File: config.mk
export PLATFORM = sky130hd
export DESIGN_NAME = mbx_chan_flags
export DESIGN_NICKNAME = d
export VERILOG_FILES = /design/src/rtl/mbx_pkg.sv /design/src/rtl/mbx_addr_dec.sv /design/src/rtl/mbx_cmd_merge.sv /design/src/rtl/mbx_flag_bank.sv /design/src/rtl/mbx_read_port.sv /design/src/rtl/mbx_chan_flags.sv
export SDC_FILE = /design/constraint.sdc
export NUM_CORES = 1
export LEC_CHECK = 0
export BUFFER_PORTS_ARGS = -buffer_cell sky130_fd_sc_hd__buf_2
export CORE_MARGIN = 1
export CORE_UTILIZATION = 40
export CTS_CLUSTER_DIAMETER = 40
export DETAILED_ROUTE_END_ITERATION = 8
export PLACE_DENSITY = 0.75
export SETUP_SLACK_MARGIN = 0.15
export SLEW_MARGIN = 25
export SYNTH_ARGS = -nofsm -noshare
export SYNTH_HDL_FRONTEND = slang
export SYNTH_SLANG_ARGS = --single-unit
export TNS_END_PERCENT = 50
File: constraint.sdc
create_clock -name clk -period 2.9 [get_ports clk]
set_input_delay 0.435 -clock clk [delete_from_list [all_inputs] [get_ports clk]]
set_output_delay 0.435 -clock clk [all_outputs]
set_load 0.01 [all_outputs]
File: src/rtl/mbx_pkg.sv
package mbx_pkg;
  localparam int unsigned DATA_W     = 32;
  localparam int unsigned NPROC      = 2;
  localparam int unsigned SET_LSB    = 16;
  localparam int unsigned WIN_STRIDE = 'h010;
  localparam int unsigned OFF_CMD    = 'h008;
  localparam int unsigned OFF_STAT   = 'h00C;
  localparam int unsigned OFF_CFG    = 'h3F0;
  localparam int unsigned CFG_CNT_W  = 8;

  typedef enum logic [1:0] {
    REG_NONE = 2'd0,
    REG_CMD  = 2'd1,
    REG_STAT = 2'd2,
    REG_CFG  = 2'd3
  } reg_kind_e;

  typedef struct packed {
    reg_kind_e kind;
    logic      win;
  } reg_sel_t;
endpackage

File: src/rtl/mbx_addr_dec.sv
module mbx_addr_dec
  import mbx_pkg::*;
#(
  parameter int unsigned ADDR_W = 12
) (
  input  logic [ADDR_W-1:0] addr,
  output reg_sel_t          sel
);
  always_comb begin
    sel.kind = REG_NONE;
    sel.win  = 1'b0;
    for (int w = 0; w < int'(NPROC); w++) begin
      if (addr == ADDR_W'(w * int'(WIN_STRIDE) + int'(OFF_CMD))) begin
        sel.kind = REG_CMD;
        sel.win  = 1'(w);
      end
      if (addr == ADDR_W'(w * int'(WIN_STRIDE) + int'(OFF_STAT))) begin
        sel.kind = REG_STAT;
        sel.win  = 1'(w);
      end
    end
    if (addr == ADDR_W'(OFF_CFG)) begin
      sel.kind = REG_CFG;
    end
  end
endmodule

File: src/rtl/mbx_cmd_merge.sv
module mbx_cmd_merge
  import mbx_pkg::*;
#(
  parameter int unsigned NCH    = 12,
  parameter int unsigned ADDR_W = 12,
  parameter int unsigned NPORT  = 2
) (
  input  logic [NPORT-1:0]             req_valid,
  input  logic [NPORT-1:0]             req_write,
  input  logic [NPORT-1:0][ADDR_W-1:0] req_addr,
  input  logic [NPORT-1:0][DATA_W-1:0] req_wdata,
  output logic [NPROC-1:0][NCH-1:0]    set_req,
  output logic [NPROC-1:0][NCH-1:0]    clr_req
);
  reg_sel_t sel [NPORT];
  logic     unused_wdata;

  assign unused_wdata = ^req_wdata;

  for (genvar g = 0; g < NPORT; g++) begin : g_dec
    mbx_addr_dec #(.ADDR_W(ADDR_W)) u_dec (
      .addr (req_addr[g]),
      .sel  (sel[g])
    );
  end

  // Set bits hit the writer's own flags; clear bits hit the peer's flags.
  always_comb begin
    set_req = '0;
    clr_req = '0;
    for (int i = 0; i < int'(NPORT); i++) begin
      if (req_valid[i] && req_write[i] && sel[i].kind == REG_CMD) begin
        set_req[sel[i].win]  = set_req[sel[i].win]  | req_wdata[i][SET_LSB +: NCH];
        clr_req[~sel[i].win] = clr_req[~sel[i].win] | req_wdata[i][NCH-1:0];
      end
    end
  end
endmodule

File: src/rtl/mbx_flag_bank.sv
module mbx_flag_bank #(
  parameter int unsigned NCH = 12
) (
  input  logic           clk,
  input  logic           rst_n,
  input  logic [NCH-1:0] set_req,
  input  logic [NCH-1:0] clr_req,
  output logic [NCH-1:0] flags,
  output logic           txf_pulse
);
  logic [NCH-1:0] freed;

  for (genvar c = 0; c < NCH; c++) begin : g_ch
    always_ff @(posedge clk) begin
      if (!rst_n)          flags[c] <= 1'b0;
      else if (set_req[c]) flags[c] <= 1'b1;
      else if (clr_req[c]) flags[c] <= 1'b0;
    end

    assign freed[c] = flags[c] & clr_req[c] & ~set_req[c];

    AST_SET_WINS: assert property (@(posedge clk) disable iff (!rst_n)
      set_req[c] |=> flags[c]);
    AST_CLR_DROPS: assert property (@(posedge clk) disable iff (!rst_n)
      (clr_req[c] && !set_req[c]) |=> !flags[c]);
    AST_FLAG_HOLDS: assert property (@(posedge clk) disable iff (!rst_n)
      (!clr_req[c] && !set_req[c]) |=> $stable(flags[c]));
  end

  always_ff @(posedge clk) begin
    if (!rst_n) txf_pulse <= 1'b0;
    else        txf_pulse <= |freed;
  end

  AST_TXF_AFTER_FALL: assert property (@(posedge clk) disable iff (!rst_n)
    txf_pulse |-> (($past(flags) & ~flags) != '0));
endmodule

File: src/rtl/mbx_read_port.sv
module mbx_read_port
  import mbx_pkg::*;
#(
  parameter int unsigned NCH    = 12,
  parameter int unsigned ADDR_W = 12
) (
  input  logic                       clk,
  input  logic                       rst_n,
  input  logic                       req_valid,
  input  logic                       req_write,
  input  logic [ADDR_W-1:0]          req_addr,
  input  logic [NPROC-1:0][NCH-1:0]  flags,
  output logic                       rsp_valid,
  output logic [DATA_W-1:0]          rsp_rdata
);
  localparam int unsigned PAD_W = DATA_W - NCH;

  reg_sel_t          sel;
  logic [DATA_W-1:0] rd_mux;
  logic              rd_go;

  mbx_addr_dec #(.ADDR_W(ADDR_W)) u_dec (
    .addr (req_addr),
    .sel  (sel)
  );

  always_comb begin
    unique case (sel.kind)
      REG_STAT: rd_mux = {{PAD_W{1'b0}}, flags[sel.win]};
      REG_CFG:  rd_mux = DATA_W'(CFG_CNT_W'(NCH));
      default:  rd_mux = '0;
    endcase
  end

  assign rd_go = req_valid & ~req_write;

  always_ff @(posedge clk) begin
    if (!rst_n) begin
      rsp_valid <= 1'b0;
      rsp_rdata <= '0;
    end else begin
      rsp_valid <= rd_go;
      rsp_rdata <= rd_go ? rd_mux : '0;
    end
  end

  AST_RSP_ONE_LATER: assert property (@(posedge clk) disable iff (!rst_n)
    rsp_valid |-> $past(req_valid && !req_write));
  AST_RSP_UPPER_ZERO: assert property (@(posedge clk) disable iff (!rst_n)
    rsp_rdata[DATA_W-1:SET_LSB] == '0);
  AST_IDLE_DATA_ZERO: assert property (@(posedge clk) disable iff (!rst_n)
    !rsp_valid |-> (rsp_rdata == '0));
endmodule

File: src/rtl/mbx_chan_flags.sv
module mbx_chan_flags
  import mbx_pkg::*;
#(
  parameter int unsigned NCH    = 12,
  parameter int unsigned ADDR_W = 12
) (
  input  logic                      clk,
  input  logic                      rst_n,
  input  logic [1:0]                req_valid,
  output logic [1:0]                req_ready,
  input  logic [1:0]                req_write,
  input  logic [1:0][ADDR_W-1:0]    req_addr,
  input  logic [1:0][DATA_W-1:0]    req_wdata,
  output logic [1:0]                rsp_valid,
  output logic [1:0][DATA_W-1:0]    rsp_rdata,
  output logic [1:0]                rx_irq,
  output logic [1:0]                tx_free_irq
);
  logic [NPROC-1:0][NCH-1:0] set_req;
  logic [NPROC-1:0][NCH-1:0] clr_req;
  logic [NPROC-1:0][NCH-1:0] flags;

  assign req_ready = '1;

  mbx_cmd_merge #(.NCH(NCH), .ADDR_W(ADDR_W), .NPORT(2)) u_cmd (
    .req_valid (req_valid),
    .req_write (req_write),
    .req_addr  (req_addr),
    .req_wdata (req_wdata),
    .set_req   (set_req),
    .clr_req   (clr_req)
  );

  for (genvar p = 0; p < NPROC; p++) begin : g_proc
    localparam int unsigned PEER = NPROC - 1 - p;

    mbx_flag_bank #(.NCH(NCH)) u_bank (
      .clk       (clk),
      .rst_n     (rst_n),
      .set_req   (set_req[p]),
      .clr_req   (clr_req[p]),
      .flags     (flags[p]),
      .txf_pulse (tx_free_irq[p])
    );

    mbx_read_port #(.NCH(NCH), .ADDR_W(ADDR_W)) u_rd (
      .clk       (clk),
      .rst_n     (rst_n),
      .req_valid (req_valid[p]),
      .req_write (req_write[p]),
      .req_addr  (req_addr[p]),
      .flags     (flags),
      .rsp_valid (rsp_valid[p]),
      .rsp_rdata (rsp_rdata[p])
    );

    assign rx_irq[p] = |flags[PEER];

    AST_RX_RISE_CAUSE: assert property (@(posedge clk) disable iff (!rst_n)
      $rose(rx_irq[p]) |-> $past(set_req[PEER] != '0));
  end
endmodule

* Word level (Yosys, flattened, before mapping) *
Cells that the tools add are included.

cells by class
  $lt $le $gt $ge = 8
  equal/unequal tests = 16
  multiplexer cells = 84
  bitwise operators = 84
  reduce and logical (&&, ||, !) cells = 38

operators with widths
  cell                  number
  $mux 12               14
  $mux 24               4
  $and 1x1->1           50
  $and 24x24->24        2
  $bwmux 24             2
  $demux 12 s1          4
  $eq 12x4->1 const B   4
  $eq 12x5->1 const B   4
  $mux 1                48
  $or 12x12->12         4
  $pmux 12 s2           2
  $reduce_bool 2->1     24
  $reduce_or 12->1      4
  $not 1->1             28
  $eq 12x10->1 const B  2
  $mux 3                6
  $eq 2x2->1 const B    4
  $logic_and 1x1->1     8
  $lt 1x2->1 const B    4
  $mux 2                4
  $eq 2x1->1 const B    2
  $ge 1x1->1 const B    4
  $reduce_and 2->1      2

word-level totals
  register bits = 92
  output and inout port bits = 72

* Longest topological paths before layout *
Gate-level depths: netlist of run 1.

  depth after elaboration = 20
  depth in mapped cells = 8

* Hierarchy *
From an unflattened synthesis of run 1, not the netlist that was laid out.

second synthesis, totals
  cell total of the unflattened synthesis = 467
  area, all modules = 3,993.8 um^2

by module, submodules not included
  module          instances  cells an instance  area each (um^2)  seq. area each (um^2)
  mbx_read_port   2          66                 698.2             260.2
  mbx_flag_bank   2          55                 551.8             260.2
  mbx_cmd_merge   1          166                1,072.3           0.0
  mbx_addr_dec    4          12                 88.8              0.0
  mbx_chan_flags  1          11                 66.3              0.0

* Least setup slack after synthesis of run 1 *
No wires, ideal clock.

  path type = input to register
  start = in req_addr[5] (netlist bit)
  end = reg g_proc[0].u_bank.txf_pulse
  arrival time = 2.197 ns
  path slack = 0.567 ns
  stages = 8
  cell sequence = or4b_1 -> buf_2 -> nor4_4 -> buf_2 -> a22oi_1 -> and3b_1 -> a31oi_1 -> a41oi_2

between the ends
  word-level cells in the longest chain between the ends = 19
  elaborated cells between the ends (all ways) = 74

RTL lines
  element                                                                RTL line              text
  from (decl)                                                            mbx_chan_flags.sv:12  input logic [1:0][ADDR_W-1:0] req_addr,
  $eq 12x4->1                                                            mbx_addr_dec.sv:17    if (addr == ADDR_W'(w * int'(WIN_STRIDE) + int'(OFF_STAT))) begin
  $mux 3                                                                 mbx_addr_dec.sv:17
  $mux 3                                                                 mbx_addr_dec.sv:13    if (addr == ADDR_W'(w * int'(WIN_STRIDE) + int'(OFF_CMD))) begin
  $mux 3                                                                 mbx_addr_dec.sv:17
  $not 1->1                                                              mbx_cmd_merge.sv:34   clr_req[~sel[i].win] = clr_req[~sel[i].win] | req_wdata[i][NCH-1:0];
  $lt 1x2->1 (implied by the code) / $ge 1x1->1 (equally long branches)  mbx_cmd_merge.sv:34
  $logic_and 1x1->1 (implied by the code)                                mbx_cmd_merge.sv:34
  $mux 12 (implied by the code)                                          mbx_cmd_merge.sv:34
  $demux 12 s1                                                           n/a
  $and 24x24->24 (no source line)                                        n/a
  $mux 24                                                                mbx_cmd_merge.sv:32   if (req_valid[i] && req_write[i] && sel[i].kind == REG_CMD) begin
  $mux 12 (implied by the code) (2 in a row)                             mbx_cmd_merge.sv:34
  $or 12x12->12                                                          mbx_cmd_merge.sv:34
  $bwmux 24                                                              mbx_cmd_merge.sv:34
  $mux 24                                                                mbx_cmd_merge.sv:32
  $and 1x1->1 (2 in a row)                                               mbx_flag_bank.sv:20   assign freed[c] = flags[c] & clr_req[c] & ~set_req[c];
  $reduce_or 12->1 (*)                                                   mbx_flag_bank.sv:32   else txf_pulse <= |freed;
  to (signal assigned)                                                   mbx_flag_bank.sv:32
  to (decl)                                                              mbx_flag_bank.sv:9    output logic txf_pulse

Every way passes the cells marked *; elsewhere a longest branch is shown, timed or not. The select of a mux whose other input is x is not followed.
A chain may end at the register's enable or synchronous reset.

* Worst setup path after layout of run 1 *
Same ends and word-level chain as after synthesis.

==> impl_metrics.toml, run 1 <==
[status]
status = "finished, final reports clean"

[placement]
dp_hpwl_um = 9060
gp_congestion = 0.924
io_buffers = 107

[min_path]
hold_path_end = "g_proc[0].u_rd.rsp_valid$_SDFF_PN0_"
holdPathStages = 2
hp-start = "req_write[0]"
holdCritPathClass = "in2reg"

[worst_setup_path]
worstSetupStartpointType = "input port"
worstPathArrival_ns = 2.62
rr_startpoint = "g_proc[0].u_bank.flags[3]$_SDFFE_PN0P_"
worstRegToRegCells = 4
path_cells = "buf_2, or4b_1, nor4_4, buf_12, a22oi_1, or3b_1, and4_4, a41oi_2"
reg2reg_slack_ns = 1.50
worstPathMaxFanout = 13
slowest_delay_ns = 0.70
cp-end-kind = "flop"
critPathRequiredTime_ns = 3.14
cp_slowest_cell = "or4b_1"
reg2reg_to = "g_proc[0].u_bank.txf_pulse$_SDFF_PN0_"
critical_path_class = "in2reg"

[timing]
worstMarginPinSlew_ns = 0.542
finalHoldViolations = 0
setup_tns_ns = 0
relSlewSlack_pct = 63.8
setup-violations-final = 0
finalMaxSlewViolations = 0
grt_setup_unrepaired = "false"
max_freq_ghz = 0.419
skew_ns = 0.0116
period_minus_slack_ns = 2.39
fin_crit_sh_pct = 82.2

[finish]
syn_to_final_growth_pct = 17.9
nFillCells = 845
diodes = 0
final_cell_mix = "buf_2 (107), dfxtp_1 (52), nand2_1 (47)"
seqCellArea_um2 = 1040
utilization_pct = 49.2
final_common_cell = "buf_2"
nNetsFinal = 639
multi_input_area_um2 = 2050
drive_gt1_share_pct = 27.7

[clocking]
cts_tree = "built"
cts_sinks = 52
ctsHoldBuffers = 0
cts.clk_slew.worst_paths_ns = 0.10
root_buffer = "clkbuf_8"
cts.repair.resized = 0
numCtsBuffers = 5
cts_buffer_depth = 2
h-tree-depth = 2
cts_setup_buffers = 0
clk_latency_ns = 0.31

[logic_synthesis]
synth_top_area_cell = "dfxtp_1"
synth_area_um2 = 3470
netlist_instances = 445
synth_edf_count = 0
yosysUniqueCellTypes = 51
synth.avg_cell_area_um2 = 7.79
async_flop_share_pct = 0
ys_top_cells_by_area = "dfxtp_1 (30%), buf_4 (10%), a21oi_1 (6.2%)"
ys_ff_latch = 52
yosys_warnings = 0
yosysTopAreaCellShare_pct = 30.0
synthFlopType = "dfxtp_1"
yosysSeqAreaShare_pct = 30.0

[grt]
grt_pass1_vias = 3476
grt_max_degree = 30
gr-total-overflow = 0
grt_usage_pct = 25.8
grt_antenna_before_repair = 0
grt_pass1_wl_um = 17700

[drt]
final_antenna_net_count = 0
drt_iter0_drc = 335
viasPerCell = 5.91
dr.pass1.iters = 5
drt_wl_total_um = 11400
wire_per_inst_um = 17.6
via_count = 3847
drc = 0

[floorplan]
dieHeight_um = 95.1
initial_core_util_pct = 41.8
ios = 166
die_area_um2 = 9040
num_rows = 33
die_w_um = 95.1
core_area_um2 = 8300

[power]
p_leak_nw = 1.57
power_per_cell_area_nw_per_um2 = 323
ir_drop_v = 0.000212

[run]
drv_cap = 0
-- cells in the mapped netlist, types with 11 or more instances --
cell type,count
clkbuf_1,24
a32oi_1,11
inv_1,17
a21oi_1,43
dfxtp_1,52
nand2_1,47
buf_4,47
nand4b_1,13
a22oi_1,15
nor2_1,14
nand4_1,20
nand3_1,24
-- flip-flops by register name, indices dropped and copies added, names as in the netlist --
register and flops:
g_proc.u_bank.txf_pulse 2, g_proc.u_bank.flags 24, g_proc.u_rd.rsp_rdata 24, g_proc.u_rd.rsp_valid 2
-- through the flow --
stage          cells  total power (W)  setup WS, ns  hold WS [ns]  instance area, um^2
6_report         651          0.00132         0.515         0.352                 4090
4_1_cts          651          0.00132         0.518         0.347                 4090
3_3_place_gp     643         0.000902         0.211         0.499                 4000
3_5_place_dp     643         0.000904         0.198         0.502                 4000
5_1_grt          651          0.00137         0.387         0.369                 4090
2_1_floorplan    485         0.000850         0.567         0.463                 3620
-- cell type report --
class                      instances  area share (%)
clock inverter                     3           0.521
clock buffer                       5            1.68
inverter                          17            1.56
sequential                        52            25.5
multi-input combinational        340            50.1
timing repair buffer             129            17.5
tap                              105            3.22
-- cell families (layout without fill, tap and decap cells) --
family	after synthesis	after routing	synth area share, %
AO/OA/AOI/OAI	117	117	22.9
buffers and inverters	93	154	15.3
flip-flops	52	52	30.0
other	2	42	0.217
AND/OR/NAND/NOR	181	181	31.6
-- power by group --
group | internal, W | switching [W]
Sequential | 0.000715 | 0.000000346
Clock | 0.000172 | 0.000256
Combinational | 0.0000625 | 0.000114
Total | 0.000949 | 0.000371
-- worst max-delay path by stage --
| stage | startpoint | to | slack, ns | cells past startpoint |
|---|---|---|---|---|
| final | req_addr[5] | g_proc[0].u_bank.txf_pulse$_SDFF_PN0_ | 0.51 | 8 |
| after global routing | req_addr[5] | g_proc[1].u_bank.txf_pulse$_SDFF_PN0_ | 0.39 | 8 |
| after CTS | req_addr[5] | g_proc[0].u_bank.txf_pulse$_SDFF_PN0_ | 0.52 | 8 |
| after detailed placement | req_addr[5] | g_proc[0].u_bank.txf_pulse$_SDFF_PN0_ | 0.20 | 8 |
| after global placement | req_addr[5] | g_proc[0].u_bank.txf_pulse$_SDFF_PN0_ | 0.21 | 8 |
| after floorplan | req_addr[5] | g_proc[0].u_bank.txf_pulse$_SDFF_PN0_ | 0.57 | 8 |
-- routing by layer --
metal	routed length [um]	share of wire [%]	track usage, %	vias to the layer above
met2	5300	46	43.3	251
met1	4500	39	33.0	1789
met5	0	0	0	-
met3	1240	11	3.27	32
li1	-	-	-	1775
met4	393	3.4	11.0	0
-- worst max-delay path, delay by kind of cell --
family | cells | cell delay (ns)
buffers and inverters | 2 | 0.29
AND/OR/NAND/NOR | 4 | 1.61
AO/OA/AOI/OAI | 2 | 0.28
Note: power is estimated with default switching activity, not from simulation.
==> inputs of run 2 (changes only) <==
clock period = 2.4 ns   (was 2.9 ns; I/O delays follow)
==> run 2 against run 1 <==
Net effect: combinational power rose by 32%; via count is 4.7% higher; count of clock-buffer cells in the layout grew 1; cell area is 6.3% higher; non-clock buffer count up 31; worst hold slack got worse by 0.078 ns; global-route usage rose by 1.5 points; power rose by 24%; critical path type unchanged; largest cell class unchanged; largest power group unchanged; highest routed layer unchanged.
==> impl_metrics.toml, run 2 (synthesized netlist as in run 1, its figures left out) <==
[placement]
io_buffers = 107
gp_congestion = 0.946
dp_cells = 674
dp_hpwl_um = 9580
dp_slack_ns = -0.163

[drt]
drt_wl_total_um = 12300
drt_iter0_drc = 578
final_antenna_net_count = 0
drc = 0
via_count = 4029
viasPerCell = 5.91
dr.pass1.iters = 6
wire_per_inst_um = 18.0

[clocking]
cts.clk_slew.worst_paths_ns = 0.11
h-tree-depth = 2
clk_latency_ns = 0.31
cts_tree = "built"
root_buffer = "clkbuf_8"
numCtsBuffers = 5
cts_sinks = 52
cts_buffer_depth = 2
ctsHoldBuffers = 0
cts_setup_buffers = 0

[finish]
final_common_cell = "buf_2"
syn_to_final_growth_pct = 25.3
final_cell_mix = "buf_2 (107), dfxtp_1 (52), buf_4 (51)"
top_regs = "g_proc.u_bank.flags (24), g_proc.u_rd.rsp_rdata (24)"
diodes = 0
finalNonFillerCells = 682
nFillCells = 818
drive_gt1_share_pct = 31.9
nNetsFinal = 670

[floorplan]
die_w_um = 95.1
die_area_um2 = 9040
core_area_um2 = 8300
num_rows = 33
initial_core_util_pct = 41.8
dieHeight_um = 95.1
ios = 166

[power]
ir_drop_v = 0.000240
p_total_w = 0.00164
power_per_cell_area_nw_per_um2 = 378
p_leak_nw = 1.73

[timing]
finalMaxSlewViolations = 0
setup-violations-final = 0
fin_ws_ns = 0.206
finalHoldViolations = 0
period_minus_slack_ns = 2.19
fin_crit_sh_pct = 91.4
max_freq_ghz = 0.456
relSlewSlack_pct = 62.1
skew_ns = 0.0112
worstMarginPinSlew_ns = 0.567
grt_setup_unrepaired = "false"

[grt]
gr-total-overflow = 0
grt_pass1_wl_um = 18500
grt_antenna_before_repair = 0
grt_usage_pct = 27.2
grt_pass1_vias = 3595
grt_max_degree = 23

[min_path]
holdCritPathClass = "in2reg"

[worst_setup_path]
cp-end-kind = "flop"
worstPathMaxFanout = 5
worstPathArrival_ns = 2.37
critical_path_class = "in2reg"
worstSetupStartpointType = "input port"
critPathRequiredTime_ns = 2.58

[status]
status = "finished, final reports clean"

[run]
drv_cap = 0
[run 2: changes by cell type in the layout (fill, tap and decap cells not counted)]
cell | previous run | this run
buf_4 | 21 | 51
buf_12 | 1 | 2
clkbuf_8 | 5 | 6
clkinvlp_4 | 1 | 0
nand2_1 | 47 | 46
nand2_2 | 0 | 1
or4b_1 | 1 | 0
or4b_4 | 0 | 1
[run 2: layout make-up]
| class | instances | area, um^2 | share of cell area [%] |
|---|---|---|---|
| well taps | 105 | 131 | 3.03 |
| multi-input cells | 340 | 2050 | 47.2 |
| clock inverters | 2 | 13.8 | 0.317 |
| clock buffers | 6 | 82.6 | 1.90 |
| repair buffers | 160 | 958 | 22.1 |
| flip-flops and latches | 52 | 1040 | 24.0 |
| inverters | 17 | 63.8 | 1.47 |
[run 2: final timing paths]
check / start / endpoint / slack [ns] / depth (start not counted)
worst max-delay path: req_addr[1] / g_proc[1].u_bank.txf_pulse$_SDFF_PN0_ / 0.21 / 9
worst min-delay path: req_write[0] / g_proc[0].u_rd.rsp_valid$_SDFF_PN0_ / 0.27 / 2
worst max register to register: g_proc[0].u_bank.flags[3]$_SDFFE_PN0P_ / g_proc[0].u_bank.txf_pulse$_SDFF_PN0_ / 0.99 / 4
worst min register to register: g_proc[0].u_bank.flags[0]$_SDFFE_PN0P_ / g_proc[0].u_rd.rsp_rdata[0]$_SDFF_PN0_ / 0.51 / 2
[run 2: per-stage QoR]
stage	util [%]	instance area [um^2]	setup TNS [ns]	hold slack, ns
after floorplan	-	3620	0	0.461
after global placement	51.1	4240	-0.147	0.494
after detailed placement	51.1	4240	-0.289	0.504
after CTS	52.3	4340	0	0.274
after global routing	52.3	4340	0	0.296
final	52.3	4340	0	0.274
[run 2: layer usage]
| layer | GRT usage [%] | part of all wire (%) | vias to the layer above |
|---|---|---|---|
| li1 | - | - | 1842 |
| met1 | 33.2 | 40 | 1881 |
| met2 | 47.4 | 49 | 262 |
| met3 | 4.78 | 8.4 | 44 |
| met4 | 10.4 | 3.2 | 0 |
| met5 | 0 | 0 | - |
[run 2: timing repair]
action,in CTS,in global routing
setup endpoints to repair,0,2
endpoints found under the hold margin,0,0
gates resized for setup,0,2
[run 2: critical path: stages]
cell	delay (ns)
buf_2	0.11
or4_4	0.57
nor4_4	0.27
buf_4	0.20
buf_4	0.14
a32oi_1	0.07
and3_1	0.20
a311oi_1	0.29
a41oi_1	0.16
[run 2: power breakdown]
part           internal (W)  switching, W  total [W]  leakage [nW]
registers          0.000864   0.000000398   0.000864         0.419
clock network      0.000237      0.000308   0.000544        0.0516
logic             0.0000878      0.000146   0.000234          1.26
total               0.00119      0.000454    0.00164          1.73
